File: config.mk
export PLATFORM = sky130hd
export DESIGN_NAME = tsa_engine
export DESIGN_NICKNAME = d
export VERILOG_FILES = /design/src/rtl/tsa_pkg.sv /design/src/rtl/tsa_table.sv /design/src/rtl/tsa_walker.sv /design/src/rtl/tsa_engine.sv
export SDC_FILE = /design/constraint.sdc
export NUM_CORES = 1
export LEC_CHECK = 0
export BUFFER_PORTS_ARGS = -buffer_cell sky130_fd_sc_hd__buf_4
export CORE_ASPECT_RATIO = 2
export CORE_MARGIN = 5
export CORE_UTILIZATION = 60
export DETAILED_ROUTE_END_ITERATION = 8
export PLACE_DENSITY = 0.76
export SETUP_SLACK_MARGIN = 0.2
export SYNTH_ARGS = -nofsm -noshare
export SYNTH_HDL_FRONTEND = slang
export SYNTH_SLANG_ARGS = --single-unit
File: constraint.sdc
create_clock -name clk -period 5.95 [get_ports clk]
set_input_delay 0 -clock clk [delete_from_list [all_inputs] [get_ports clk]]
set_output_delay 0 -clock clk [all_outputs]
set_load 0.01 [all_outputs]
File: src/rtl/tsa_pkg.sv
package tsa_pkg;
    localparam int SEL_W = 4;
    localparam int CNT_W = 3;

    typedef struct packed {
        logic [SEL_W-1:0] sel;
        logic [CNT_W-1:0] cnt;
        logic             byte_unit;
        logic             last;
    } entry_t;

    localparam int ENTRY_W = $bits(entry_t);

    typedef enum logic [1:0] {
        ST_OFF,
        ST_WAIT,
        ST_RUN
    } walk_state_e;
endpackage

File: src/rtl/tsa_table.sv
module tsa_table
    import tsa_pkg::*;
#(
    parameter int NE = 8,
    localparam int IW = $clog2(NE),
    localparam int AW = $clog2(2 * NE)
) (
    input  logic          clk,
    input  logic          rst_n,
    input  logic          lock,
    input  logic          we,
    input  logic [AW-1:0] waddr,
    input  entry_t        wdata,
    input  logic [IW-1:0] ridx [2],
    output entry_t        rent [2]
);
    entry_t mem [2*NE];

    always_ff @(posedge clk or negedge rst_n) begin
        if (!rst_n) begin
            for (int i = 0; i < 2 * NE; i++) begin
                mem[i] <= '0;
            end
        end else if (we && !lock) begin
            mem[waddr] <= wdata;
        end
    end

    // direction 0 = transmit half at offset 0, direction 1 = receive half at offset NE
    always_comb begin
        for (int d = 0; d < 2; d++) begin
            rent[d] = mem[AW'(d * NE) + AW'(ridx[d])];
        end
    end
endmodule

File: src/rtl/tsa_walker.sv
module tsa_walker
    import tsa_pkg::*;
#(
    parameter int NE  = 8,
    parameter int NCH = 4,
    localparam int IW = $clog2(NE)
) (
    input  logic           clk,
    input  logic           rst_n,
    input  logic           en,
    input  logic           dbl,
    input  logic           sync,
    input  entry_t         ent,
    output logic [IW-1:0]  idx,
    output logic [NCH-1:0] owner,
    output logic [NCH-1:0] strobe
);
    localparam int LW = CNT_W + 3;

    walk_state_e   st_q, st_d;
    logic [IW-1:0] idx_d;
    logic [LW-1:0] pos_q, pos_d, len_m1;
    logic          ph_q, ph_d, tick;

    always_comb begin
        len_m1 = ent.byte_unit ? {ent.cnt, 3'b111} : LW'(ent.cnt);
        tick   = !dbl || ph_q;
    end

    // state register
    always_ff @(posedge clk or negedge rst_n) begin
        if (!rst_n) begin
            st_q  <= ST_OFF;
            idx   <= '0;
            pos_q <= '0;
            ph_q  <= 1'b0;
        end else begin
            st_q  <= st_d;
            idx   <= idx_d;
            pos_q <= pos_d;
            ph_q  <= ph_d;
        end
    end

    // next state
    always_comb begin
        st_d  = st_q;
        idx_d = idx;
        pos_d = pos_q;
        ph_d  = dbl ? ~ph_q : 1'b0;
        unique case (st_q)
            ST_OFF:  st_d = ST_WAIT;
            ST_WAIT: st_d = ST_WAIT;
            ST_RUN: begin
                if (tick) begin
                    if (pos_q == len_m1) begin
                        pos_d = '0;
                        if (ent.last || idx == IW'(NE - 1)) begin
                            st_d = ST_WAIT;
                        end else begin
                            idx_d = idx + 1'b1;
                        end
                    end else begin
                        pos_d = pos_q + 1'b1;
                    end
                end
            end
        endcase
        if (!en) begin
            st_d = ST_OFF;
            ph_d = 1'b0;
        end else if (sync) begin
            st_d  = ST_RUN;
            idx_d = '0;
            pos_d = '0;
            ph_d  = 1'b0;
        end
    end

    // outputs
    always_comb begin
        for (int k = 0; k < NCH; k++) begin
            owner[k] = (st_q == ST_RUN) && (ent.sel == SEL_W'(k + 1));
        end
        strobe = tick ? owner : '0;
    end
endmodule

File: src/rtl/tsa_engine.sv
module tsa_engine
    import tsa_pkg::*;
#(
    parameter int NE  = 8,
    parameter int NCH = 4,
    localparam int IW = $clog2(NE),
    localparam int AW = $clog2(2 * NE)
) (
    input  logic               clk,
    input  logic               rst_n,
    input  logic               en,
    input  logic               dbl_speed,
    input  logic               shared_sync,
    input  logic               rx_sync,
    input  logic               tx_sync,
    input  logic               rx_line,
    input  logic [NCH-1:0]     tx_src,
    input  logic               cfg_we,
    input  logic [AW-1:0]      cfg_addr,
    input  logic [ENTRY_W-1:0] cfg_wdata,
    output logic [NCH-1:0]     rx_strobe,
    output logic               rx_data,
    output logic [NCH-1:0]     tx_strobe,
    output logic               tx_line
);
    logic [IW-1:0]  w_idx  [2];
    entry_t         w_ent  [2];
    logic [NCH-1:0] w_own  [2];
    logic [NCH-1:0] w_stb  [2];
    logic           w_sync [2];
    logic [IW-1:0]  rx_idx_w;

    assign w_sync[0] = shared_sync ? rx_sync : tx_sync;
    assign w_sync[1] = rx_sync;

    tsa_table #(.NE(NE)) u_tbl (
        .clk   (clk),
        .rst_n (rst_n),
        .lock  (en),
        .we    (cfg_we),
        .waddr (cfg_addr),
        .wdata (entry_t'(cfg_wdata)),
        .ridx  (w_idx),
        .rent  (w_ent)
    );

    generate
        for (genvar d = 0; d < 2; d++) begin : g_dir
            tsa_walker #(.NE(NE), .NCH(NCH)) u_walk (
                .clk    (clk),
                .rst_n  (rst_n),
                .en     (en),
                .dbl    (dbl_speed),
                .sync   (w_sync[d]),
                .ent    (w_ent[d]),
                .idx    (w_idx[d]),
                .owner  (w_own[d]),
                .strobe (w_stb[d])
            );
        end
    endgenerate

    assign rx_idx_w  = w_idx[1];
    assign rx_strobe = w_stb[1];
    assign rx_data   = rx_line & (|w_stb[1]);
    assign tx_strobe = w_stb[0];
    assign tx_line   = (w_own[0] == '0) ? 1'b1 : |(w_own[0] & tx_src);
endmodule

==> flow_summary.ini, run 1 <==
[sta]
setup_tns_ns = 0
fin_crit_ns = 3.40
setup_viol = 0
timing.fmax_mhz = 294
finalClockSkew_ns = 0.00838
tightest_slew_ns = 1.15
slew_headroom_pct = 23.2
slew_viol_final = 0
rsz0062_at_grt = false
setup_ws_ns = 2.55
finalHoldViolations = 0
finalCritPeriodShare_pct = 57.1

[logic_synthesis]
yosysMostFrequentCell = dfrtp_1
async_flop_share_pct = 100
synth.yosys.seq_area_share_pct = 52.3
syn_avg_cell_area_um2 = 13.9
yosys_warnings = 0
ys.flop_type = dfrtp_1
yosys.area.top_type = dfrtp_1
syn-cell-area_um2 = 8030
ys_seq_elements = 168
synth_nets = 610
synth.top_cell.area_share_pct = 52.3
synth_cells = 578
synth_common_cells = dfrtp_1, mux2_2, nand2_1, mux4_2, nor2_1
synth-edff-count = 0
ys_types = 44
netlist_top_cells_area = dfrtp_1, mux2_2, mux4_2

[critical_path]
critPathMaxFanout = 20
worst-path-buf-inv = 1
cp.required_ns = 6.25
crit_family = flip-flops
critPathSlowestCell = dfrtp_1
startpoint_type = flip-flop
crit_path_max_incr_delay_ns = 0.95
critPathKind = reg2reg
endpoint_kind = flip-flop
arrival_ns = 3.70
path_cells = mux4_2 > mux2_2 > xnor2_1 > o2111ai_1 > a311oi_1 > a2bb2oi_1 > a21oi_1 > dlygate4sd3_1
r2r_cells = 8
critical_path_depth = 8

[layout]
utilization_pct = 69.4
n_antenna_cell = 0
final_cells = 793
drive_gt1_share_pct = 40.4
synthToLayoutAreaGrowth_pct = 14.8
layout.nets = 657

[grt]
grt_antenna_before_repair = 0
grtUsageTotal_pct = 22.8
grt_pass1_wl_um = 27900
grt-ovfl-total = 0
grt_pass1_vias = 5251
grt_start_max_net_pins = 92

[clock_network]
clockBufferDepth = 2
cts_root_buf = clkbuf_16
htreeDepth = 4
postCtsSetupRepairBufs = 0
clkLatencyLatePin_ns = 0.42
path_clk_slew_ns = 0.06
ctsResizeCount = 0
clkSinkCount = 168
cts_tree = done
cts_buffers = 17

[drt]
vias = 4834
drc = 0
antenna_left = 0
drt_iter0_drc = 185
wl_per_cell_um = 21.2
drt_first_pass_iters = 4
routed_wirelength_um = 16800
avgViaCountPerCell = 6.10

[placed_design]
place_ws_ns = 2.87
io_buffers = 35
post-dp-hpwl_um = 10700
placedCellCount = 747
place.gp.congestion = 0.826

[power]
total_power_w = 0.00339
ir_drop_uv = 262
power.leakage_nw = 4.10
power_density_nw_per_um2 = 368

[min_path]
whs_path_depth = 3
worstHoldPathType = in2reg

[die]
die_h_um = 174
core_um2 = 13300
die_x_um = 91.8
die_area_um2 = 15900
rows = 60
io_pins = 36
start_util_pct = 60.5

[status]
outcome = finished, final reports clean

[flow_run]
maxCapViolCount = 0
==> cell type report <==
cell class / instances / area [um2]
Clock buffer: 18 / 429
Clock inverter: 14 / 221
Fill cell: 922 / 4070
Inverter: 6 / 22.5
Multi-Input combinational cell: 378 / 3700
Sequential cell: 168 / 4200
Tap cell: 155 / 194
Timing Repair Buffer: 54 / 444
==> through the flow <==
stage / hold WS [ns] / instance area (um2)
global placement: 0.120 / 8430
global route: 0.0758 / 9220
floorplan: -0.296 / 8030
finish: 0.0754 / 9220
detailed placement: 0.125 / 8430
CTS: 0.0796 / 9220
==> path summary, 6_finish.rpt <==
| kind | from | to | slack, ns |
|---|---|---|---|
| setup / recovery | g_dir[1].u_walk.idx[1]$_DFF_PN0_ | g_dir[1].u_walk.pos_q[1]$_DFF_PN0_ | 2.55 |
| hold / removal | tx_sync | g_dir[0].u_walk.st_q[1]$_DFFE_PN0P_ | 0.08 |
| setup reg to reg | g_dir[1].u_walk.idx[1]$_DFF_PN0_ | g_dir[1].u_walk.pos_q[1]$_DFF_PN0_ | 2.55 |
| hold reg to reg | u_tbl.mem[43]$_DFFE_PN0P_ | u_tbl.mem[43]$_DFFE_PN0P_ | 0.49 |
| max in group asynchronous | rst_n | u_tbl.mem[33]$_DFFE_PN0P_ | 4.26 |
| min in group asynchronous | rst_n | g_dir[0].u_walk.pos_q[4]$_DFF_PN0_ | 0.22 |
==> worst min-delay path: stages <==
cell	delay, ns
buf_4	0.07
mux2_2	0.24
o21a_1	0.14
==> cell usage in the layout (no fill, tap or decap), drive strengths merged, types with 5 or more instances in the layout <==
cell         count
buf             40
mux2           149
nand2           41
a21oi            5
nand3            7
o21ai            8
xor2            10
nand2b          10
nand4            6
mux2i           17
nor2            26
nor2b           10
inv              9
ha               6
clkbuf          18
dfrtp          168
bufinv           5
dlygate4sd3     14
mux4            36
==> registers in the layout (all words and copies together), names as in the netlist <==
signal and cells:
u_tbl.mem 144, g_dir.u_walk.pos_q 12, g_dir.u_walk.ph_q 2, g_dir.u_walk.idx 6, g_dir.u_walk.st_q 4
==> routing by layer <==
metal  vias up  wire length, um  track usage (%)
met4         0              289             8.00
met5         -                0                0
li1       2227                -                -
met1      2519             6760             29.0
met2        77             9230             39.2
met3        11              528             3.78
==> power by group <==
group	total (W)	internal (W)	switching (W)	leakage, nW
combinational	0.000723	0.000414	0.000310	1.63
sequential	0.00147	0.00135	0.000120	2.17
clock	0.00120	0.000749	0.000454	0.308
==> logic make-up (layout without fill, tap and decap cells) <==
| family | count (synthesis) | count (layout) | synth area share, % |
|---|---|---|---|
| flops | 168 | 168 | 52.3 |
| simple gates | 125 | 125 | 7.57 |
| mux | 202 | 202 | 33.3 |
| xor+xnor | 12 | 12 | 1.31 |
| compound gates | 33 | 33 | 2.97 |
| buf+inv | 32 | 92 | 1.64 |
| fa+ha+maj | 6 | 6 | 0.934 |
==> repair_timing <==
item / CTS / global route
setup endpoints to repair: 0 / 0
hold buffers: 14 / 0
hold endpoints to repair: 239 / 0
No activity file was read; power rests on OpenSTA's default activity.
==> run 2, diff against run 1 <==
==> constraint.sdc (replaced) <==
create_clock -name clk -period 3.35 [get_ports clk]
set_input_delay 0 -clock clk [delete_from_list [all_inputs] [get_ports clk]]
set_output_delay 0 -clock clk [all_outputs]
set_load 0.01 [all_outputs]
==> flow_summary.ini, run 2 (same netlist as run 1, synthesis figures left out) <==
[drt]
drt_iter0_drc = 219
vias = 4846
antenna_left = 0
wl_per_cell_um = 21.0
drc = 0
drt_first_pass_iters = 5
avgViaCountPerCell = 6.05
routed_wirelength_um = 16800

[clock_network]
cts_root_buf = clkbuf_16
path_clk_slew_ns = 0.07
cts_tree = done
clockBufferDepth = 2
clkLatencyLatePin_ns = 0.42
cts_buffers = 17
clkSinkCount = 168
htreeDepth = 4

[power]
power.leakage_nw = 4.13
power_density_nw_per_um2 = 637
ir_drop_uv = 441

[sta]
finalCritPeriodShare_pct = 86.7
slew_viol_final = 0
setup_tns_ns = 0
tightest_slew_ns = 0.877
timing.fmax_mhz = 344
holdWs_ns = 0.0907
setup_viol = 0
rsz0062_at_grt = false
finalHoldViolations = 0
fin_crit_ns = 2.90
slew_headroom_pct = 41.5
finalClockSkew_ns = 0.0115

[critical_path]
arrival_ns = 2.90
cp.required_ns = 3.35
startpoint_type = flip-flop
endpoint_kind = primary output
critPathKind = reg2out
critPathMaxFanout = 8
r2r_cells = 7

[die]
start_util_pct = 60.5
io_pins = 36
die_area_um2 = 15900
core_um2 = 13300
rows = 60
die_h_um = 174
die_x_um = 91.8

[min_path]
worstHoldPathType = in2reg
whs_path_depth = 3

[layout]
layout_common_cells = dfrtp_1, mux2_2, buf_4, nand2_1, mux4_2
layout.nets = 665
n_antenna_cell = 0
fillers = 881
final_common_cell = dfrtp_1
multi_input_area_um2 = 3720
largest_reg_flops = 144
drive_gt1_share_pct = 42.4
synthToLayoutAreaGrowth_pct = 15.4
regMostFlops = u_tbl.mem
utilization_pct = 69.8
top_regs = u_tbl.mem x144, g_dir.u_walk.pos_q x12, g_dir.u_walk.idx x6
area.sequential_um2 = 4210

[grt]
grt-ovfl-total = 0
grt_antenna_before_repair = 0
grtUsageTotal_pct = 22.4
grt_pass1_wl_um = 27600
grt_start_max_net_pins = 97
grt_pass1_vias = 5256

[placed_design]
place.gp.congestion = 0.810
post-dp-hpwl_um = 10800
io_buffers = 35

[status]
outcome = finished, final reports clean

[flow_run]
maxCapViolCount = 0
[run 2: changes by cell type in the layout (fill, tap and decap cells not counted), sizes merged]
cell         previous run  this run
clkinv                  3         7
bufinv                  5         2
buf                    40        49
inv                     9        10
clkinvlp                3         1
dlygate4sd3            14        13
[run 2: worst max-delay path, cell delays in order, from the launching register on]
cell and delay, ns:
dfrtp_4 0.44, buf_4 0.19, mux4_2 0.50, mux2i_1 0.32, nand4_1 0.23, nor3b_2 0.28
nor3_1 0.08, a221oi_1 0.21, nand2_1 0.08, buf_4 0.14
[run 2: metal layers]
metal	track usage, %	wire (um)	part of all wire [%]
met5	0	0	0
met4	7.82	428	2.6
met3	3.65	356	2.1
met2	38.5	8920	53
met1	28.7	7070	42
[run 2: worst paths after layout]
check	from	to	slack, ns
setup / recovery	g_dir[0].u_walk.idx[0]$_DFF_PN0_	tx_line	0.45
hold / removal	tx_sync	g_dir[0].u_walk.st_q[1]$_DFFE_PN0P_	0.09
setup reg to reg	g_dir[1].u_walk.idx[0]$_DFF_PN0_	g_dir[1].u_walk.idx[0]$_DFF_PN0_	0.52
hold reg to reg	u_tbl.mem[43]$_DFFE_PN0P_	u_tbl.mem[43]$_DFFE_PN0P_	0.49
max in group asynchronous	rst_n	g_dir[1].u_walk.st_q[1]$_DFFE_PN0P_	2.21
min in group asynchronous	rst_n	g_dir[0].u_walk.pos_q[3]$_DFF_PN0_	0.24
[run 2: where the power goes]
part / internal (W) / switching [W] / leakage (nW) / total, W
combinational: 0.000768 / 0.000551 / 1.67 / 0.00132
sequential: 0.00240 / 0.000230 / 2.16 / 0.00263
clock: 0.00114 / 0.000820 / 0.292 / 0.00196
[run 2: area by class of cell]
class | instances | area share [%]
clock buffers | 18 | 4.74
clock inverters | 14 | 1.77
inverters | 6 | 0.243
multi-input cells | 378 | 40.1
flip-flops and latches | 168 | 45.4
well taps | 155 | 2.09
repair buffers | 62 | 5.59
[run 2: metrics by stage]
| stage | power (W) | instance area [um2] | std cells | worst slack [ns] |
|---|---|---|---|---|
| after CTS | 0.00592 | 9230 | 799 | 0.145 |
| final | 0.00590 | 9270 | 801 | 0.447 |
| after floorplan | 0.00357 | 8030 | 578 | 0.613 |
| after global placement | 0.00386 | 8490 | 754 | 0.394 |
| after detailed placement | 0.00392 | 8490 | 754 | 0.290 |
| after global routing | 0.00620 | 9270 | 801 | 0.235 |
[run 2: timing repair]
item	CTS	global route
setup endpoints to repair	3	3
hold endpoints to repair	243	0
resized for setup	2	7
hold buffers	13	0
buffers inserted	0	2
